## src/rtl/icap_pkg.sv

```systemverilog
package icap_pkg;

    // Two-level tracker state for one synchronized pin
    typedef enum logic {
        LVL_LOW  = 1'b0,
        LVL_HIGH = 1'b1
    } lvl_state_e;

    // Control bits per channel and their positions in the group
    localparam int unsigned CH_BITS   = 3;
    localparam int unsigned BIT_RISE  = 0;
    localparam int unsigned BIT_FALL  = 1;
    localparam int unsigned BIT_IRQEN = 2;

    // Address map
    localparam int unsigned ADDR_CTRL = 0;
    localparam int unsigned ADDR_STAT = 1;
    localparam int unsigned ADDR_CAP0 = 2;

endpackage

```

## src/rtl/icap_sync.sv

```systemverilog
module icap_sync #(
    parameter int unsigned WIDTH  = 4,
    parameter int unsigned STAGES = 2
) (
    input  logic             clk,
    input  logic             rst_n,
    input  logic [WIDTH-1:0] d_async,
    output logic [WIDTH-1:0] q_sync
);
    logic [STAGES-1:0][WIDTH-1:0] chain_q;

    always_ff @(posedge clk or negedge rst_n) begin
        if (!rst_n) begin
            chain_q <= '0;
        end else begin
            chain_q[0] <= d_async;
            for (int s = 1; s < STAGES; s++) begin
                chain_q[s] <= chain_q[s-1];
            end
        end
    end

    assign q_sync = chain_q[STAGES-1];
endmodule

```

## src/rtl/icap_edge_fsm.sv

```systemverilog
module icap_edge_fsm
    import icap_pkg::*;
(
    input  logic clk,
    input  logic rst_n,
    input  logic lvl,
    output logic rise,
    output logic fall
);
    lvl_state_e st_q, st_d;

    // State register
    always_ff @(posedge clk or negedge rst_n) begin
        if (!rst_n) begin
            st_q <= LVL_LOW;
        end else begin
            st_q <= st_d;
        end
    end

    // Next state and edge pulses
    always_comb begin
        st_d = st_q;
        rise = 1'b0;
        fall = 1'b0;
        unique case (st_q)
            LVL_LOW: begin
                if (lvl) begin
                    st_d = LVL_HIGH;
                    rise = 1'b1;
                end
            end
            LVL_HIGH: begin
                if (!lvl) begin
                    st_d = LVL_LOW;
                    fall = 1'b1;
                end
            end
            default: begin
                st_d = LVL_LOW;
            end
        endcase
    end
endmodule

```

## src/rtl/icap_chan.sv

```systemverilog
module icap_chan #(
    parameter int unsigned CNT_W = 32
) (
    input  logic             clk,
    input  logic             rst_n,
    input  logic             rise,
    input  logic             fall,
    input  logic             en_rise,
    input  logic             en_fall,
    input  logic             en_irq,
    input  logic             clr,
    input  logic [CNT_W-1:0] cnt_val,
    output logic             load,
    output logic [CNT_W-1:0] cap_q,
    output logic             stat_q
);
    assign load = (rise && en_rise) || (fall && en_fall);

    always_ff @(posedge clk or negedge rst_n) begin
        if (!rst_n) begin
            cap_q <= '0;
        end else if (load) begin
            cap_q <= cnt_val;
        end
    end

    // A load that raises the interrupt takes priority over a clear
    always_ff @(posedge clk or negedge rst_n) begin
        if (!rst_n) begin
            stat_q <= 1'b0;
        end else if (load && en_irq) begin
            stat_q <= 1'b1;
        end else if (clr) begin
            stat_q <= 1'b0;
        end
    end
endmodule

```

## src/rtl/icap_unit.sv

```systemverilog
module icap_unit
    import icap_pkg::*;
#(
    parameter int unsigned NUM_CH = 4,
    parameter int unsigned CNT_W  = 32,
    parameter int unsigned DATA_W = 32,
    parameter int unsigned ADDR_W = 3
) (
    input  logic              clk,
    input  logic              rst_n,
    input  logic [CNT_W-1:0]  cnt_val,
    input  logic [NUM_CH-1:0] cap_pin,
    input  logic              reg_wr_en,
    input  logic [ADDR_W-1:0] reg_addr,
    input  logic [DATA_W-1:0] reg_wdata,
    output logic [DATA_W-1:0] reg_rdata,
    output logic              irq
);
    localparam int unsigned CTRL_W = CH_BITS * NUM_CH;

    logic [CTRL_W-1:0]               ctrl_q;
    logic [NUM_CH-1:0]               pin_s;
    logic [NUM_CH-1:0]               rise_v;
    logic [NUM_CH-1:0]               fall_v;
    logic [NUM_CH-1:0]               load_v;
    logic [NUM_CH-1:0]               stat_q;
    logic [NUM_CH-1:0][CNT_W-1:0]    cap_q;
    logic                            wr_ctrl;
    logic                            wr_stat;

    assign wr_ctrl = reg_wr_en && (reg_addr == ADDR_W'(ADDR_CTRL));
    assign wr_stat = reg_wr_en && (reg_addr == ADDR_W'(ADDR_STAT));

    always_ff @(posedge clk or negedge rst_n) begin
        if (!rst_n) begin
            ctrl_q <= '0;
        end else if (wr_ctrl) begin
            ctrl_q <= reg_wdata[CTRL_W-1:0];
        end
    end

    icap_sync #(
        .WIDTH  (NUM_CH),
        .STAGES (2)
    ) sync_i (
        .clk     (clk),
        .rst_n   (rst_n),
        .d_async (cap_pin),
        .q_sync  (pin_s)
    );

    for (genvar n = 0; n < NUM_CH; n++) begin : g_ch
        icap_edge_fsm edge_i (
            .clk   (clk),
            .rst_n (rst_n),
            .lvl   (pin_s[n]),
            .rise  (rise_v[n]),
            .fall  (fall_v[n])
        );

        icap_chan #(
            .CNT_W (CNT_W)
        ) chan_i (
            .clk     (clk),
            .rst_n   (rst_n),
            .rise    (rise_v[n]),
            .fall    (fall_v[n]),
            .en_rise (ctrl_q[CH_BITS*n + BIT_RISE]),
            .en_fall (ctrl_q[CH_BITS*n + BIT_FALL]),
            .en_irq  (ctrl_q[CH_BITS*n + BIT_IRQEN]),
            .clr     (wr_stat && reg_wdata[n]),
            .cnt_val (cnt_val),
            .load    (load_v[n]),
            .cap_q   (cap_q[n]),
            .stat_q  (stat_q[n])
        );
    end

    // Read multiplexer
    always_comb begin
        reg_rdata = '0;
        if (reg_addr == ADDR_W'(ADDR_CTRL)) begin
            reg_rdata[CTRL_W-1:0] = ctrl_q;
        end else if (reg_addr == ADDR_W'(ADDR_STAT)) begin
            reg_rdata[NUM_CH-1:0] = stat_q;
        end else begin
            for (int i = 0; i < NUM_CH; i++) begin
                if (reg_addr == ADDR_W'(ADDR_CAP0 + i)) begin
                    reg_rdata[CNT_W-1:0] = cap_q[i];
                end
            end
        end
    end

    assign irq = |stat_q;
endmodule

```

## config.mk

```make
export PLATFORM = sky130hd
export DESIGN_NAME = icap_unit
export DESIGN_NICKNAME = d
export VERILOG_FILES = /design/src/rtl/icap_pkg.sv /design/src/rtl/icap_sync.sv /design/src/rtl/icap_edge_fsm.sv /design/src/rtl/icap_chan.sv /design/src/rtl/icap_unit.sv
export SDC_FILE = /design/constraint.sdc
export NUM_CORES = 1
export LEC_CHECK = 0
export BUFFER_PORTS_ARGS = -buffer_cell sky130_fd_sc_hd__buf_2
export CAP_MARGIN = 20
export CORE_ASPECT_RATIO = 1.5
export CORE_UTILIZATION = 57
export CTS_CLUSTER_DIAMETER = 150
export CTS_CLUSTER_SIZE = 20
export DETAILED_ROUTE_END_ITERATION = 8
export PLACE_DENSITY = 0.87
export SLEW_MARGIN = 0
export SYNTH_ARGS = -nofsm -noshare
export SYNTH_HDL_FRONTEND = slang
export SYNTH_SLANG_ARGS = --single-unit
```

## constraint.sdc

```tcl
create_clock -name clk -period 1.9 [get_ports clk]
set_clock_uncertainty 0.15 [all_clocks]
set_input_delay 0.19 -clock clk [delete_from_list [all_inputs] [get_ports clk]]
set_output_delay 0.19 -clock clk [all_outputs]
set_load 0.02 [all_outputs]
```

# == Word-level counts from Yosys, hierarchy flattened ==
# Index checks and enable logic that the tools add are counted.
# word_totals
register_bits,156
in_bits,74
elab_cells,80
output_inout_bits,33
# op_classes
n_reduce_logical,28
eq_ne,5
muxes,32
# ops
op,count
32-bit two-way mux,4
28-bit two-way mux,1
1-bit two-way mux,24
20-bit two-way mux,1
1-bit logical AND,18
12-bit two-way mux,1
2-bit nonzero test,4
3-bit by 2-bit == test with 1-bit output (second input constant),2
3-bit == test (second input constant),2
1-bit logical OR,4
4-bit two-way mux,1
4-bit OR reduction,1
3-bit by 1-bit == test with 1-bit output (second input constant),1
3-bit zero test,1

# == Logic depth before layout (Yosys ltp) ==
# logic_depth
depth_word,7
depth_mapped,5
depth_no_buf,3

# == By module ==
# From an unflattened synthesis, not the netlist that was laid out.
# unflattened
cells_unflattened,506
area_unflattened_um2,7199.4
# modules_own_cells
module,area_each_um2,cells_per_inst,n_inst,seq_area_each_um2
icap_chan,1270.0,73,4,825.8
icap_unit,1729.2,190,1,300.3
icap_sync,230.2,12,1,200.2
icap_edge_fsm,40.0,3,4,25.0

# == Least setup slack after synthesis ==
# Ideal clock, no wire load.
# synth_timing
kind,input port to output port
startpoint,input reg_addr[1]
endpoint,output reg_rdata[22]
path_stages,5
arrival_ps,1190
n_path_buf,3
t_required_ps,1560
slack_ps,370
path_cell_list,buf_2 -> nand2b_1 -> buf_2 -> buf_2 -> o22ai_1
# synth_between
elab_chain_len,7
elab_cells_between_ends,12
classes_between,5 x eq/ne; 6 x mux; 1 x reduce/logical
# synth_rtl
item,line_no,text
start: declaration,icap_unit.sv:14,"input logic [ADDR_W-1:0] reg_addr,"
3-bit by 2-bit == test with 1-bit output,icap_unit.sv:88,if (reg_addr == ADDR_W'(ADDR_CAP0 + i)) begin
32-bit two-way mux (4 in a row),icap_unit.sv:88,
28-bit two-way mux,icap_unit.sv:84,end else if (reg_addr == ADDR_W'(ADDR_STAT)) begin
20-bit two-way mux (*),icap_unit.sv:82,if (reg_addr == ADDR_W'(ADDR_CTRL)) begin
end: declaration,icap_unit.sv:16,"output logic [DATA_W-1:0] reg_rdata,"
# Mark *: on every way between the ends. The rest lies on a longest branch, timed or not.

# == Final worst setup path ==
# layout_timing
startpoint,register g_ch[3].chan_i.stat_q
endpoint,output irq
# layout_between
elab_chain_len,1
# layout_rtl
item,line_no,text
start: declaration,icap_chan.sv:15,output logic stat_q
start signal: assignment,icap_chan.sv:30,stat_q <= 1'b0;
start signal: assignment,icap_chan.sv:32,stat_q <= 1'b1;
start signal: assignment,icap_chan.sv:34,stat_q <= 1'b0;
4-bit OR reduction,icap_unit.sv:95,assign irq = |stat_q;
end: declaration,icap_unit.sv:17,output logic irq
# No other way between the ends.

==> results.py <==
metrics = {
    "sta": {
        "slew_violations": 0,
        "worst_slew_pin_slew_ns": 0.529,
        "setup-tns-final_ns": 0,
        "fin_crit_sh": 0.981,
        "setup_viol_count_final": 0,
        "max_freq_mhz": 536,
        "final-hold-violation-count": 0,
        "period_needed_ns": 1.86,
        "max_slew_margin": 0.646,
    },
    "clocking": {
        "cts_sinks": 156,
        "cts_buffers": 17,
        "clockBufferDepth": 2,
        "htree_num_levels": 4,
        "clkSlewWorstSetupHoldPaths_ns": 0.07,
        "cts_tree": "built",
        "post_cts_buffers": 0,
        "clock_tree.root_cell": "clkbuf_16",
        "clk_latency_ns": 0.42,
    },
    "floorplan": {
        "coreArea_um2": 11700,
        "initial_core_util": 0.592,
        "fp.dieH_um": 137,
        "fp.dieW_um": 91.8,
        "rows": 48,
        "dieArea_um2": 12500,
        "pin_count": 107,
    },
    "placed_design": {
        "placed_cells": 702,
        "io_buffers": 86,
        "detailed_place_hpwl_um": 9990,
        "placed_area_um2": 7630,
        "gp_congestion": 0.778,
    },
    "synth": {
        "synthArstFlopShare": 1.00,
        "synth_cell_types": 24,
        "synth_seq_cells": 156,
        "synthCells": 471,
        "yosysSeqAreaShare": 0.566,
        "syn_avg_cell_area_um2": 14.6,
        "ys_warn_count": 0,
        "syn_area_um2": 6890,
        "synth_edf_count": 0,
        "syn_nets": 545,
        "ys.flop_type": "dfrtp_1",
    },
    "finish": {
        "nets": 694,
        "final_cells": 783,
        "diodes": 0,
        "final_core_util": 0.752,
        "syn_to_final_growth_pct": 27.2,
        "fillers": 710,
        "multi_input_area_um2": 2830,
        "regArea_um2": 3900,
        "fin_area_um2": 8770,
        "drive_gt1_frac": 0.483,
    },
    "pwr": {
        "power.internal_mw": 8.07,
        "p_leak_nw": 3.94,
        "sw_frac_of_total": 0.294,
        "p_per_area_nw_per_um2": 1300,
        "p_clk_frac": 0.298,
        "p_switching_mw": 3.36,
        "p_comb_frac": 0.255,
        "seqPwrFrac": 0.446,
        "irDropWorstVdd_mv": 0.931,
    },
    "route": {
        "vias_per_cell": 5.90,
        "drt-initial-drc-count": 268,
        "wl_per_cell_um": 21.0,
        "wl_um": 16400,
        "drc_errors": 0,
        "vias": 4616,
        "ant_nets": 0,
        "first_pass_iters": 6,
    },
    "worst_setup_path": {
        "cp_num_cells": 2,
        "path_max_fanout": 3,
        "cp_top_family": "simple AND/OR/NAND/NOR gates",
        "path_buf_inv": 1,
        "r2r_cells": 4,
        "crit_path_end": "irq",
        "ff2ff_setup_slack_ns": 0.09,
        "regToRegStartpoint": "g_ch[0].edge_i.st_q$_DFF_PN0_",
        "worstSetupEndpointType": "primary output",
        "cp_slowest_cell": "or4_4",
        "r2r-end": "g_ch[0].chan_i.cap_q[9]$_DFFE_PN0N_",
        "path_class": "reg2out",
        "startpoint": "g_ch[3].chan_i.stat_q$_DFFE_PN0P_",
        "critPathRequiredTime_ns": 1.56,
        "crit_path_start_kind": "flip-flop",
        "slowest_delay_ns": 0.53,
        "crit_chain": "or4_4 > buf_4",
        "cp_data_arrival_time_ns": 1.52,
    },
    "grt": {
        "grt_max_degree": 51,
        "grt_use_met1": 0.325,
        "met3_usage": 0.0506,
        "grt_pass1_vias": 5057,
        "grt_pass1_wl_um": 26100,
        "grt.busiest_layer": "met2",
        "use_met2": 0.497,
        "grt_overflow": 0,
        "track_usage": 0.279,
        "antenna_found_initial": 0,
    },
    "min_path": {
        "hold_path_class": "in2async",
    },
    "job": {
        "maxCapViolCount": 0,
    },
    "run_status": {
        "status": "finished clean",
    },
}
-- placed cells by master (no fill, tap or decap), types with 9 or more instances in the layout --
cell / instances
dfrtp_1: 156
mux2_2: 148
buf_2: 80
mux2i_1: 59
dlygate4sd3_1: 49
o22ai_1: 23
nand2_1: 20
buf_4: 18
clkbuf_16: 17
buf_12: 9
-- power groups by stage --
stage	Clock (mW)	Sequential, mW	Combinational [mW]
5_1_grt	3.57	5.24	3.13
3_3_place_gp	0	5.00	2.62
6_report	3.41	5.10	2.92
3_5_place_dp	0	5.13	2.75
2_1_floorplan	0	4.90	2.05
4_1_cts	3.43	5.09	2.87
-- worst min path at each step --
stage,startpoint,to,slack [ns],depth (start not counted)
floorplan,rst_n,ctrl_q[0]$_DFFE_PN0P_,-0.26,0
global placement,rst_n,g_ch[2].chan_i.cap_q[5]$_DFFE_PN0N_,0.009,1
global route,rst_n,g_ch[1].chan_i.cap_q[17]$_DFFE_PN0N_,0.17,2
detailed placement,rst_n,g_ch[1].chan_i.cap_q[7]$_DFFE_PN0N_,0.02,1
CTS,rst_n,g_ch[3].chan_i.cap_q[17]$_DFFE_PN0N_,0.14,2
finish,rst_n,g_ch[0].chan_i.cap_q[17]$_DFFE_PN0N_,0.14,2
-- Yosys cell counts (2+ instances only) --
cell        n  area, µm²
o21ai_2     4       35.0
nand3b_1    4       30.0
a31o_2      3       26.3
mux2_2    149       1680
o221ai_1    8       70.1
mux2i_1    59        591
nand2_1    20       75.1
o22ai_1    24        150
a22o_1      4       35.0
dfrtp_1   156       3900
nor2_1      2       7.51
buf_2       7       35.0
buf_6       4       45.0
buf_4      17        128
-- sequential cells by signal, indices dropped and copies added, names as in the netlist --
name	count
g_ch.chan_i.cap_q	128
ctrl_q	12
g_ch.chan_i.stat_q	4
g_ch.edge_i.st_q	4
sync_i.chain_q	4
sync_i.q_sync	4
-- timing repair --
action	CTS	global route
resized for setup	0	12
endpoints found under the setup margin	0	6
hold buffers	49	0
endpoints found under the hold margin	243	0
-- per-stage QoR --
stage	total power, mW	hold WS [ns]	setup slack [ns]
finish	11.4	0.137	0.0357
global route	11.9	0.172	-0.00287
CTS	11.4	0.144	0.00967
detailed placement	7.88	0.0189	0.0768
global placement	7.62	0.00897	0.109
floorplan	6.94	-0.256	0.370
-- cells by family after synthesis --
family	count (synthesis)	synth area share
flip-flops	156	0.566
AO/OA/AOI/OAI	44	0.0466
buffers and inverters	30	0.0312
multiplexers	208	0.329
AND/OR/NAND/NOR	33	0.0267
-- area by class of cell --
type / count / area share
clock buffer: 18 / 0.0501
clock inverter: 14 / 0.0181
inverter: 1 / 0.000428
multi-input combinational: 285 / 0.323
sequential: 156 / 0.445
tap: 150 / 0.0214
timing repair buffer: 159 / 0.141
-- layer usage --
layer  vias up  share of wire  wire length [µm]
li1       2043              -                 -
met1      2377           0.39              6370
met2       157           0.54              8800
met3        39          0.044               720
met4         0          0.031               515
met5         -              0                 0
(Power assumes the default switching activity.)
